File: src/rtl/kam_pkg.sv
package kam_pkg;
  typedef enum logic {
    LINK_DOWN = 1'b0,
    LINK_UP   = 1'b1
  } link_st_e;
endpackage

File: src/rtl/kam_tx_timer.sv
module kam_tx_timer #(
  parameter int unsigned TX_INTERVAL = 2048
) (
  input  logic clk_i,
  input  logic rst_ni,
  input  logic en_i,
  input  logic restart_i,
  input  logic busy_i,
  output logic req_o
);
  localparam int unsigned CW = (TX_INTERVAL > 2) ? $clog2(TX_INTERVAL) : 1;
  localparam logic [CW-1:0] LAST = CW'(TX_INTERVAL - 1);

  logic [CW-1:0] cnt_q;
  logic          pend_q;
  logic          wrap;
  logic          fire;

  assign wrap  = (cnt_q == LAST);
  assign fire  = pend_q & ~busy_i;
  assign req_o = fire;

  always_ff @(posedge clk_i or negedge rst_ni) begin
    if (!rst_ni) begin
      cnt_q  <= '0;
      pend_q <= 1'b0;
    end else if (!en_i || restart_i) begin
      cnt_q  <= '0;
      pend_q <= 1'b0;
    end else begin
      cnt_q  <= wrap ? '0 : cnt_q + 1'b1;
      // an expiry coinciding with an issued request is absorbed by it
      pend_q <= (pend_q & busy_i) | (wrap & ~fire);
    end
  end
endmodule

File: src/rtl/kam_rx_watchdog.sv
module kam_rx_watchdog
  import kam_pkg::*;
#(
  parameter int unsigned RX_TIMEOUT = 4096
) (
  input  logic clk_i,
  input  logic rst_ni,
  input  logic en_i,
  input  logic code_det_i,
  output logic expire_o,
  output logic link_up_o,
  output logic link_lost_o
);
  localparam int unsigned CW = (RX_TIMEOUT > 2) ? $clog2(RX_TIMEOUT) : 1;
  localparam logic [CW-1:0] LAST = CW'(RX_TIMEOUT - 1);

  link_st_e      st_q;
  logic [CW-1:0] idle_q;
  logic          lost_q;

  assign expire_o    = en_i & ~code_det_i & (st_q == LINK_UP) & (idle_q == LAST);
  assign link_up_o   = (st_q == LINK_UP);
  assign link_lost_o = lost_q;

  always_ff @(posedge clk_i or negedge rst_ni) begin
    if (!rst_ni) begin
      st_q   <= LINK_DOWN;
      idle_q <= '0;
      lost_q <= 1'b0;
    end else begin
      lost_q <= expire_o;
      if (!en_i) begin
        st_q   <= LINK_DOWN;
        idle_q <= '0;
      end else if (code_det_i) begin
        st_q   <= LINK_UP;
        idle_q <= '0;
      end else if (st_q == LINK_UP) begin
        if (idle_q == LAST) begin
          st_q   <= LINK_DOWN;
          idle_q <= '0;
        end else begin
          idle_q <= idle_q + 1'b1;
        end
      end
    end
  end
endmodule

File: src/rtl/link_keepalive_mon.sv
module link_keepalive_mon #(
  parameter int unsigned TX_INTERVAL = 2048,
  parameter int unsigned RX_TIMEOUT  = 4096
) (
  input  logic clk_i,
  input  logic rst_ni,
  input  logic en_i,
  input  logic code_det_i,
  input  logic framer_busy_i,
  output logic code_req_o,
  output logic link_up_o,
  output logic link_lost_o
);
  logic expire;

  kam_rx_watchdog #(
    .RX_TIMEOUT(RX_TIMEOUT)
  ) i_rx_wd (
    .clk_i       (clk_i),
    .rst_ni      (rst_ni),
    .en_i        (en_i),
    .code_det_i  (code_det_i),
    .expire_o    (expire),
    .link_up_o   (link_up_o),
    .link_lost_o (link_lost_o)
  );

  // loss restarts the transmit side exactly as startup does
  kam_tx_timer #(
    .TX_INTERVAL(TX_INTERVAL)
  ) i_tx_timer (
    .clk_i     (clk_i),
    .rst_ni    (rst_ni),
    .en_i      (en_i),
    .restart_i (expire),
    .busy_i    (framer_busy_i),
    .req_o     (code_req_o)
  );
endmodule

File: config.mk
export PLATFORM = sky130hd
export DESIGN_NAME = link_keepalive_mon
export DESIGN_NICKNAME = d
export VERILOG_FILES = /design/src/rtl/kam_pkg.sv /design/src/rtl/kam_tx_timer.sv /design/src/rtl/kam_rx_watchdog.sv /design/src/rtl/link_keepalive_mon.sv
export SDC_FILE = /design/constraint.sdc
export NUM_CORES = 1
export LEC_CHECK = 0
export BUFFER_PORTS_ARGS = -buffer_cell sky130_fd_sc_hd__buf_2
export CORE_MARGIN = 4
export CORE_UTILIZATION = 30
export DETAILED_ROUTE_END_ITERATION = 10
export GPL_TIMING_DRIVEN = 0
export HOLD_SLACK_MARGIN = 0.1
export PLACE_DENSITY = 0.54
export SKIP_LAST_GASP = 1
export SYNTH_ARGS = -nofsm -noshare
export SYNTH_HDL_FRONTEND = slang
export SYNTH_HIERARCHICAL = 1
export SYNTH_SLANG_ARGS = --single-unit
File: constraint.sdc
create_clock -name clk_i -period 2.5 [get_ports clk_i]
set_input_delay 0.5 -clock clk_i [delete_from_list [all_inputs] [get_ports clk_i]]
set_output_delay 0.5 -clock clk_i [all_outputs]
set_load 0.02 [all_outputs]
# Yosys cells after proc, flatten, opt, wreduce, memory -nomap -nowiden
# Index checks and enable logic that the tools add are counted.
[word_totals]
mem_bits_ro = 0
memories = 0
word_cells = 33
ram_bits = 0
ff_bits = 26
latchBits = 0
out_inout_bits = 3
input_bits = 5
[classes]
mul = 0
div = 0
n_eq_ne = 3
addsub = 2
n_bitwise = 10
mux = 11
reduce_logical = 2
n_lt_le_gt_ge = 0
n_shift = 0
[op_table]
columns = ["operator", "n"]
rows = [
  ["$mux W12", 4],
  ["$mux W11", 2],
  ["$add A12 B1 Y12 const B", 1],
  ["$eq A12 B12 Y1 const B", 1],
  ["$add A11 B1 Y11 const B", 1],
  ["$eq A11 B11 Y1 const B", 1],
  ["$and A1 B1 Y1", 6],
  ["$mux W1", 5],
  ["$ne A3 B1 Y1 const B", 1],
  ["$not A1 Y1", 3],
  ["$logic_not A1 Y1", 1],
  ["$logic_or A1 B1 Y1", 1],
  ["$or A1 B1 Y1", 1],
]

# Longest topological paths before layout
# Gate-level depths: netlist (run 1).
[logic_depth]
depth_word = 6
depth_mapped = 7
ltp_nobuf = 7

# By module
# Netlist (run 1), hierarchy kept.
[by_module_without_submodules]
columns = ["module", "area_per_inst_um2", "n_inst", "seq_area_each_um2", "cells_each"]
rows = [
  ["kam_rx_watchdog", 723.2, 1, 350.3, 71],
  ["kam_tx_timer", 631.9, 1, 300.3, 62],
]

# Least setup slack after synthesis (run 1)
# OpenSTA, ideal clock, no wires.
[synth_timing]
path_kind = "register to register"
start = "register i_rx_wd.idle_q[0]"
end = "register i_tx_timer.cnt_q[9]"
synth_period_minus_slack_ns = 1.893
n_path_buf = 0
setup_ns = 0.087
slack_ns = 0.607
required_time_ns = 2.413
stages_incl_launch_ff = 8
t_arrival_ns = 1.806
cell_sequence = "dfrtp_1 ha_1 and4_1 nand3_1 nor2_1 or3b_1 or4_1 o211ai_1"
[synth_via]
elab_chain_len = 4
[synth_lines]
columns = ["item", "line_no", "source"]
rows = [
  ["start: declaration", "kam_rx_watchdog.sv:18", "logic [CW-1:0] idle_q;"],
  ["start signal: assignment", "kam_rx_watchdog.sv:43", "idle_q <= idle_q + 1'b1;"],
  ["$eq A12 B12 Y1", "kam_rx_watchdog.sv:21", "assign expire_o = en_i & ~code_det_i & (st_q == LINK_UP) & (idle_q == LAST);"],
  ["$and A1 B1 Y1", "kam_rx_watchdog.sv:21", ""],
  ["named net expire", "link_keepalive_mon.sv:14", "logic expire;"],
  ["$logic_or A1 B1 Y1", "kam_tx_timer.sv:27", "end else if (!en_i || restart_i) begin"],
  ["$mux W11", "kam_tx_timer.sv:27", ""],
  ["end signal: assignment", "kam_tx_timer.sv:31", "cnt_q <= wrap ? '0 : cnt_q + 1'b1;"],
  ["end: declaration", "kam_tx_timer.sv:14", "logic [CW-1:0] cnt_q;"],
]
# The timed path passes the listed nets, and every way through them passes these cells.
# A chain may end at the register's enable or synchronous reset.

# Final worst setup path (run 1)
# Same ends and word-level chain as after synthesis.

==> results by group, run 1 <==
Setup path
  – Crit Path Max Fanout: 4
  – Arrival time at the worst endpoint: 2.27 ns
  – Startpoint types: flop
  – Kind of critical path: flop to flop
  – CP endpoint kind: flop
  – Worst EP required: 2.68 ns

STA
  – Slew Limit Fails: 0
  – Tmin final: 2.08 ns
  – RSZ-0062 raised after global routing: no
  – Setup TNS: 0 ns
  – Hold slack: 0.210 ns
  – Part of the cycle the worst path needs: 83.3%
  – Worst Tran Pin Value: 0.572 ns
  – Final setup viols: 0
  – Fmax: 0.480 GHz
  – Slew headroom: 61.8%
  – Clk_skew: 0.00797 ns
  – Hold Violations, Final: 0
  – Final worst slack: 0.418 ns

Clock tree
  – CTS Hold Bufs: 0
  – CTS HTree Levels: 1
  – CTS root buf: clkbuf_8
  – Worst-path clk slew: 0.09 ns
  – Cts repair resizes: 0
  – Worst skew pair latency: 0.27 ns
  – Clock Tree Buf Depth: 2
  – CTS Buf Count: 3
  – Setup bufs post-CTS: 0
  – TritonCTS clock tree: yes
  – Clk sinks: 26

Run
  – Max-Cap Viols: 0

Synthesis
  – Number of synthesized register bits: 26
  – Post-synth cell types: 37
  – Register area share after synthesis: 48.0%
  – Share of the synthesized area in the top cell type: 48.0%
  – Number of flops mapped to enable cells by yosys: 0
  – Async SR Flop Fraction: 100%
  – Avg Inst Size Synth: 10.2 µm²
  – Prevailing post-synth register cell: dfrtp_1
  – Syn Nets: 140
  – Yosys top cell by area: dfrtp_1
  – Synth Instances: 133
  – Synth top area cells: dfrtp_1 48%, nand3_1 3.7%, nor2_1 3.3%, nand2_1 3.0%, a21oi_1 3.0%
  – Yosys warnings: 6
  – Synth Cell Area: 1360 µm²

Global route
  – GR Overflow Total: 0
  – First-pass GRT wire length: 4580 µm
  – GR Util All Layers: 10.5%
  – Largest net degree at the start of global routing: 27
  – Vias in the first global route: 1040
  – Antenna violations before repair: 0

Floorplan
  – Area of the core: 4350 µm²
  – Rows: 24
  – Die area: 5660 µm²
  – Initial Util: 31.1%
  – Die Width: 75.2 µm
  – Top-level I/O count: 8
  – Die Y: 75.2 µm

Placement
  – GPL Wtd Cong: 0.802
  – Port bufs: 7
  – Place WS: 0.432 ns
  – DP HPWL: 1940 µm

Drt
  – Via-to-Cell Ratio: 5.26
  – Drt drc: 0
  – Antenna Nets Post-Route: 0
  – Starting DRT DRC Count: 35
  – Vias: 1030
  – TritonRoute pass-1 iters: 4
  – Routed length per instance: 13.3 µm
  – Final WL: 2610 µm

Finish
  – Commonest non-fill, non-tap cells in the layout: 26 x dfrtp_1, 12 x nor2_1, 11 x nand2_1
  – Share of post-route cells with drive strength above 1: 13.9%
  – Commonest non-fill, non-tap cell in the layout: dfrtp_1
  – # diodes: 0
  – Fin nets: 152
  – P&R area growth vs syn: 12.6%

Run status
  – Run status: complete, no violations

Power and ir drop
  – P per Cell Area: 546 nW/µm²
  – Peak supply drop: 0.350 mV
  – Leak: 0.656 nW

Min path
  – Hold Crit Class: input port to async pin
## flip-flops by register name, indices dropped and copies added, names as in the netlist
| register | cells |
|---|---|
| i_rx_wd/idle_q | 12 |
| i_rx_wd/link_up_o | 1 |
| i_tx_timer/pend_q | 1 |
| i_rx_wd/link_lost_o | 1 |
| i_tx_timer/cnt_q | 11 |
## final timing paths
path / cells past startpoint / from / slack, ns / endpoint
max: 7 / i_rx_wd/idle_q[0] / 0.42 / i_tx_timer/cnt_q[9]
min: 1 / rst_ni / 0.21 / i_tx_timer/cnt_q[8]
max reg2reg: 7 / i_rx_wd/idle_q[0] / 0.42 / i_tx_timer/cnt_q[9]
min reg2reg: 1 / i_tx_timer/cnt_q[0] / 0.49 / i_tx_timer/cnt_q[0]
max in group asynchronous: 1 / rst_ni / 1.90 / i_rx_wd/idle_q[10]
min in group clk_i: 3 / framer_busy_i / 0.48 / i_tx_timer/pend_q
## synthesized netlist by cell type, types with 2 or more instances
| library cell | n |
|---|---|
| xnor2_1 | 3 |
| dfrtp_1 | 26 |
| a21oi_1 | 8 |
| nor2b_1 | 3 |
| ha_1 | 2 |
| o31ai_1 | 2 |
| nand4_1 | 4 |
| nand2b_1 | 3 |
| o21ai_0 | 6 |
| nand2_1 | 11 |
| nand3_1 | 10 |
| or4_1 | 4 |
| and4_1 | 2 |
| or3_1 | 4 |
| xor2_1 | 4 |
| nor2_1 | 12 |
| o211ai_1 | 2 |
| a22o_1 | 2 |
| nor3_1 | 3 |
| inv_1 | 5 |
## per-stage QoR
stage	utilization [%]	area [µm²]	total power, mW	instances
finish	35.1	1530	0.833	196
global route	35.1	1530	0.874	196
CTS	35.1	1530	0.852	196
detailed placement	33.4	1460	0.499	192
global placement	33.4	1460	0.496	192
floorplan	-	1360	0.476	133
## worst max-delay path: stages, from the launching register on
cell	delay (ns)
dfrtp_1	0.42
ha_1	0.24
and4_1	0.25
nand3_1	0.10
nor2_1	0.09
or3b_1	0.37
or4_1	0.41
o211ai_1	0.12
## cells by family (layout without fill, tap and decap cells)
family / Yosys count / after routing / share of synthesized area (%)
xor+xnor: 7 / 7 / 4.52
flops: 26 / 26 / 48.0
buf+inv: 6 / 17 / 2.22
simple gates: 64 / 64 / 27.5
mux: 1 / 1 / 0.831
compound gates: 27 / 27 / 15.1
fa+ha+maj: 2 / 2 / 1.85
## routing by layer
metal | GRT usage [%] | share of wire [%] | up-vias | wire length (µm)
met2 | 18.2 | 48 | 18 | 1270
met5 | 0 | 0 | - | 0
met1 | 12.7 | 47 | 500 | 1220
met4 | 2.33 | 0.69 | 0 | 18
met3 | 3.20 | 4.0 | 2 | 104
li1 | - | - | 510 | -
## power by group
group / internal [mW] / switching, mW
combinational: 0.0169 / 0.0343
sequential: 0.429 / 0.0101
clock: 0.214 / 0.129
## final cells by class
type / count / area (µm²)
sequential: 26 / 651
timing repair buffer: 7 / 35.0
fill: 425 / 2830
multi-input combinational: 101 / 674
clock buffer: 3 / 41.3
inverter: 5 / 18.8
tap: 52 / 65.1
clock inverter: 1 / 30.0
buffer: 1 / 11.3
(Power assumes the default switching activity.)
==> run 2: changes to the inputs <==
- PLACE_DENSITY: 0.54 -> 0.56
- clock period: 2.5 -> 1.8 ns (I/O delays scaled with it)
==> results by group, run 2 (synthesis gave the netlist of run 1 again) <==
Clock tree
  – Worst skew pair latency: 0.28 ns
  – CTS HTree Levels: 1
  – CTS root buf: clkbuf_8
  – CTS Buf Count: 3
  – Cts repair resizes: 0
  – Worst-path clk slew: 0.10 ns
  – Clk sinks: 26
  – TritonCTS clock tree: yes
  – Clock Tree Buf Depth: 2

Floorplan
  – Area of the core: 4350 µm²
  – Initial Util: 31.1%
  – Rows: 24
  – Top-level I/O count: 8
  – Die area: 5660 µm²
  – Die Y: 75.2 µm
  – Die Width: 75.2 µm

Finish
  – Top flop regs: i_rx_wd/idle_q: 12 flops, i_tx_timer/cnt_q: 11 flops
  – Max FFs per register: 12
  – Commonest non-fill, non-tap cells in the layout: 26 x dfrtp_1, 11 x nor2_1, 11 x nand2_1
  – Fillers: 424
  – Core Util, Final: 36.4%
  – Share of post-route cells with drive strength above 1: 19.3%
  – Commonest non-fill, non-tap cell in the layout: dfrtp_1
  – Fin nets: 158
  – Most flop-heavy register: i_rx_wd/idle_q
  – Non-Filler Instances: 202
  – P&R area growth vs syn: 17.1%
  – # diodes: 0

STA
  – Final setup viols: 1
  – Fmax: 0.550 GHz
  – Tmin final: 1.82 ns
  – Setup TNS: -0.0171 ns
  – Clk_skew: 0.00777 ns
  – Part of the cycle the worst path needs: 101%
  – Final worst slack: -0.0171 ns
  – Hold slack: 0.337 ns
  – RSZ-0062 raised after global routing: yes
  – Slew Limit Fails: 0
  – Worst Tran Pin Value: 0.608 ns
  – Hold Violations, Final: 0
  – Slew headroom: 59.4%

Global route
  – Vias in the first global route: 989
  – GR Overflow Total: 0
  – Largest net degree at the start of global routing: 27
  – First-pass GRT wire length: 4510 µm
  – GR Util All Layers: 10.5%
  – Antenna violations before repair: 0

Run status
  – Run status: finished, violations left
  – Failing checks: setup timing

Placement
  – DP HPWL: 1890 µm
  – Place WS: -0.0843 ns
  – GPL Wtd Cong: 0.827
  – Cells after DPL: 192
  – Port bufs: 7

Power and ir drop
  – P per Cell Area: 741 nW/µm²
  – Peak supply drop: 0.787 mV
  – Leak: 0.684 nW

Drt
  – Antenna Nets Post-Route: 0
  – Drt drc: 0
  – Starting DRT DRC Count: 55
  – Vias: 1050
  – Final WL: 2720 µm
  – TritonRoute pass-1 iters: 4
  – Via-to-Cell Ratio: 5.20
  – Routed length per instance: 13.5 µm

Setup path
  – Kind of critical path: flop to flop
  – CP endpoint kind: flop
  – Arrival time at the worst endpoint: 2.02 ns
  – Crit Path Max Fanout: 4
  – Startpoint types: flop
  – Worst EP required: 2.00 ns

Min path
  – Hold Crit Class: input port to flop

Run
  – Max-Cap Viols: 0
## run 2: final cells by class
type	instances	area [µm²]	area share, %
Buffer	1	11.3	0.710
Inverter	5	18.8	1.18
Clock buffer	3	41.3	2.60
Sequential cell	26	651	41.0
Timing Repair Buffer	13	82.6	5.21
Tap cell	52	65.1	4.10
Multi-Input combinational cell	101	687	43.3
Clock inverter	1	30.0	1.89
## run 2: per-stage QoR
stage	area (µm²)	power, mW
floorplan	1370	0.661
global placement	1470	0.689
detailed placement	1470	0.693
CTS	1570	1.20
global route	1590	1.23
finish	1590	1.18
## run 2: what timing repair did
| item | 4_1_cts | 5_1_grt |
|---|---|---|
| setup buffers | 3 | 2 |
| setup endpoints to repair | 1 | 1 |
| endpoints found under the hold margin | 15 | 0 |
| hold buffers | 1 | 0 |
| pin swaps | 2 | 0 |
## run 2: final timing paths
kind                                     start                   to  slack [ns]  depth (start not counted)
max                          i_rx_wd/idle_q[0]  i_tx_timer/cnt_q[9]       -0.02                          7
min                              framer_busy_i    i_tx_timer/pend_q        0.34                          3
max reg2reg                  i_rx_wd/idle_q[0]  i_tx_timer/cnt_q[9]       -0.02                          7
min reg2reg                i_tx_timer/cnt_q[0]  i_tx_timer/cnt_q[0]        0.49                          1
max in group asynchronous               rst_ni   i_rx_wd/idle_q[11]        0.78                          2
min in group asynchronous               rst_ni  i_tx_timer/cnt_q[8]        0.62                          2
## run 2: routing by layer
layer	part of all wire [%]	vias to the layer above	track usage (%)
met3	3.9	2	2.80
li1	-	522	-
met5	0	-	0
met2	50	19	18.6
met4	0.70	0	2.33
met1	45	507	12.7
## run 2: power breakdown
part | total [mW] | internal, mW | switching [mW]
clock | 0.491 | 0.298 | 0.193
combinational | 0.0766 | 0.0277 | 0.0489
sequential | 0.609 | 0.595 | 0.0132
total | 1.18 | 0.921 | 0.255
## run 2: worst max-delay path, stage by stage, from the launching register on
cell and delay [ns]:
dfrtp_1 0.39, ha_2 0.20, and4_4 0.19, nand3_2 0.07, nor2_2 0.06, or3b_1 0.34, or4_1 0.41, o211ai_1 0.09
==> run 3: changes to the inputs <==
- RECOVER_POWER: unset -> 25
- clock period: 1.8 -> 1.6 ns (I/O delays scaled with it)
==> results by group, run 3 (synthesis gave the netlist of run 1 again) <==
Placement
  – DP HPWL: 1990 µm
  – Cells after DPL: 192
  – GPL Wtd Cong: 0.802
  – Port bufs: 7
  – Post-DP Area: 1470 µm²

Drt
  – Final WL: 2800 µm
  – Drt drc: 0
  – Antenna Nets Post-Route: 0
  – Vias: 1107
  – Met2 wire len: 1450 µm
  – Uppermost layer routed: met4
  – Routed wl met3: 83 µm
  – Met1 wire length: 1240 µm
  – Via-to-Cell Ratio: 5.30
  – TritonRoute pass-1 iters: 5
  – Starting DRT DRC Count: 41
  – Routed length per instance: 13.4 µm

STA
  – Slew Limit Fails: 0
  – Part of the cycle the worst path needs: 116%
  – Clk_skew: 0.00328 ns
  – Hold Violations, Final: 0
  – Slew headroom: 60.9%
  – RSZ-0062 raised after global routing: yes
  – Final setup viols: 8
  – Tmin final: 1.85 ns
  – Worst Tran Pin Value: 0.587 ns
  – Hold slack: 0.301 ns
  – Final worst slack: -0.253 ns
  – Fmax: 0.540 GHz

Clock tree
  – Worst skew pair latency: 0.27 ns
  – CTS HTree Levels: 1
  – TritonCTS clock tree: yes
  – CTS Buf Count: 3
  – Worst-path clk slew: 0.09 ns
  – Clk sinks: 26
  – CTS root buf: clkbuf_8
  – Clock Tree Buf Depth: 2

Power and ir drop
  – Combinational share of power: 8.0%
  – Switching power total: 0.288 mW
  – Sw frac: 21.6%
  – Peak supply drop: 0.691 mV
  – P per Cell Area: 778 nW/µm²
  – Internal power: 1.05 mW
  – Reg power frac: 51.5%
  – Leak: 0.725 nW
  – Clock power frac: 40.5%

Global route
  – Antenna violations before repair: 0
  – GR Util All Layers: 10.4%
  – Vias in the first global route: 1027
  – First-pass GRT wire length: 4560 µm
  – Largest net degree at the start of global routing: 27
  – GR Overflow Total: 0

Finish
  – P&R area growth vs syn: 26.6%
  – Fillers: 436
  – Top flop regs: i_rx_wd/idle_q: 12 flops, i_tx_timer/cnt_q: 11 flops
  – Fin nets: 165
  – # diodes: 0
  – Multi-input combinational cell area: 756 µm²
  – Commonest non-fill, non-tap cells in the layout: 26 x dfrtp_1, 11 x nand2_1, 10 x buf_4
  – Max FFs per register: 12
  – Non-Filler Instances: 209
  – Commonest non-fill, non-tap cell in the layout: dfrtp_1
  – Final Cell Area: 1720 µm²
  – Share of post-route cells with drive strength above 1: 28.0%
  – Most flop-heavy register: i_rx_wd/idle_q
  – Sequential cell area: 651 µm²

Setup path
  – Worst EP required: 1.79 ns
  – R2R Path End: i_tx_timer/cnt_q[9]
  – Startpoint types: flop
  – Kind of critical path: flop to flop
  – Arrival time at the worst endpoint: 2.04 ns
  – Reg2reg start: i_rx_wd/idle_q[0]
  – R2r setup slk: -0.25 ns
  – Crit Path Max Fanout: 3
  – CP endpoint kind: flop
  – FF-to-FF path depth: 7

Floorplan
  – Die Y: 75.2 µm
  – Die Width: 75.2 µm
  – Area of the core: 4350 µm²
  – Top-level I/O count: 8
  – Initial Util: 31.1%
  – Rows: 24
  – Die area: 5660 µm²

Run status
  – Failing checks: setup timing
  – Run status: finished, violations left

Run
  – Max-Cap Viols: 0

Min path
  – Hold Path Sink: i_tx_timer/pend_q
  – Hold Crit Class: input port to flop
  – Worst Hold Depth: 3
  – Hold Startpoint: framer_busy_i
==> run 3: cell types whose count changed in the layout (fill, tap and decap cells not counted), sizes merged <==
| cell | change |
|---|---|
| buf | +7 |
==> run 3: power groups by stage <==
stage	registers (mW)	logic, mW	clock network (mW)
global placement	0.698	0.0775	0
finish	0.687	0.107	0.541
global route	0.689	0.120	0.576
detailed placement	0.699	0.0817	0
CTS	0.684	0.0902	0.552
floorplan	0.698	0.0463	0
==> run 3: critical path, stage by stage, from the launching register on <==
cell and delay [ns]:
dfrtp_1 0.39, ha_2 0.20, and4_4 0.20, nand3_4 0.07, nor2_4 0.05, or3b_1 0.34, or4_1 0.42, o211ai_1 0.11
==> run 3: through the flow <==
| step | worst slack (ns) | utilization [%] | TNS, ns | total power, mW |
|---|---|---|---|---|
| after floorplan | -0.171 | - | -0.171 | 0.744 |
| after global placement | -0.241 | 33.7 | -0.243 | 0.775 |
| final | -0.253 | 39.4 | -0.998 | 1.33 |
| after CTS | -0.264 | 36.1 | -0.321 | 1.33 |
| after detailed placement | -0.299 | 33.7 | -0.565 | 0.780 |
| after global routing | -0.294 | 39.4 | -1.57 | 1.38 |
==> run 3: worst max-delay path by stage <==
| stage | start | endpoint | cells past startpoint |
|---|---|---|---|
| 2_1_floorplan | i_rx_wd/idle_q[1] | i_tx_timer/cnt_q[9] | 7 |
| 3_3_place_gp | i_rx_wd/idle_q[1] | i_tx_timer/cnt_q[9] | 7 |
| 3_5_place_dp | i_rx_wd/idle_q[1] | i_tx_timer/cnt_q[9] | 7 |
| 4_1_cts | i_rx_wd/idle_q[0] | i_tx_timer/cnt_q[9] | 7 |
| 5_1_grt | i_rx_wd/idle_q[0] | i_tx_timer/cnt_q[9] | 7 |
| 6_report | i_rx_wd/idle_q[0] | i_tx_timer/cnt_q[9] | 7 |
==> run 3: repair_timing <==
item,CTS,global route
gates resized for setup,1,17
hold endpoints to repair,26,0
hold buffers,1,0
setup endpoints to repair,10,10
setup buffers,3,10
pin swaps,1,1
==> run 3: layer usage <==
metal	track usage [%]	up-vias
met5	0	-
met4	2.72	0
met3	2.80	2
met2	17.8	17
met1	12.9	552
li1	-	536
==> run 3: area by class of cell <==
cell class,instances,share of cell area [%]
Buffer,1,0.656
Clock buffer,3,2.41
Clock inverter,1,1.75
Inverter,5,1.09
Multi-Input combinational cell,101,44.1
Sequential cell,26,37.9
Tap cell,52,3.79
Timing Repair Buffer,20,8.32
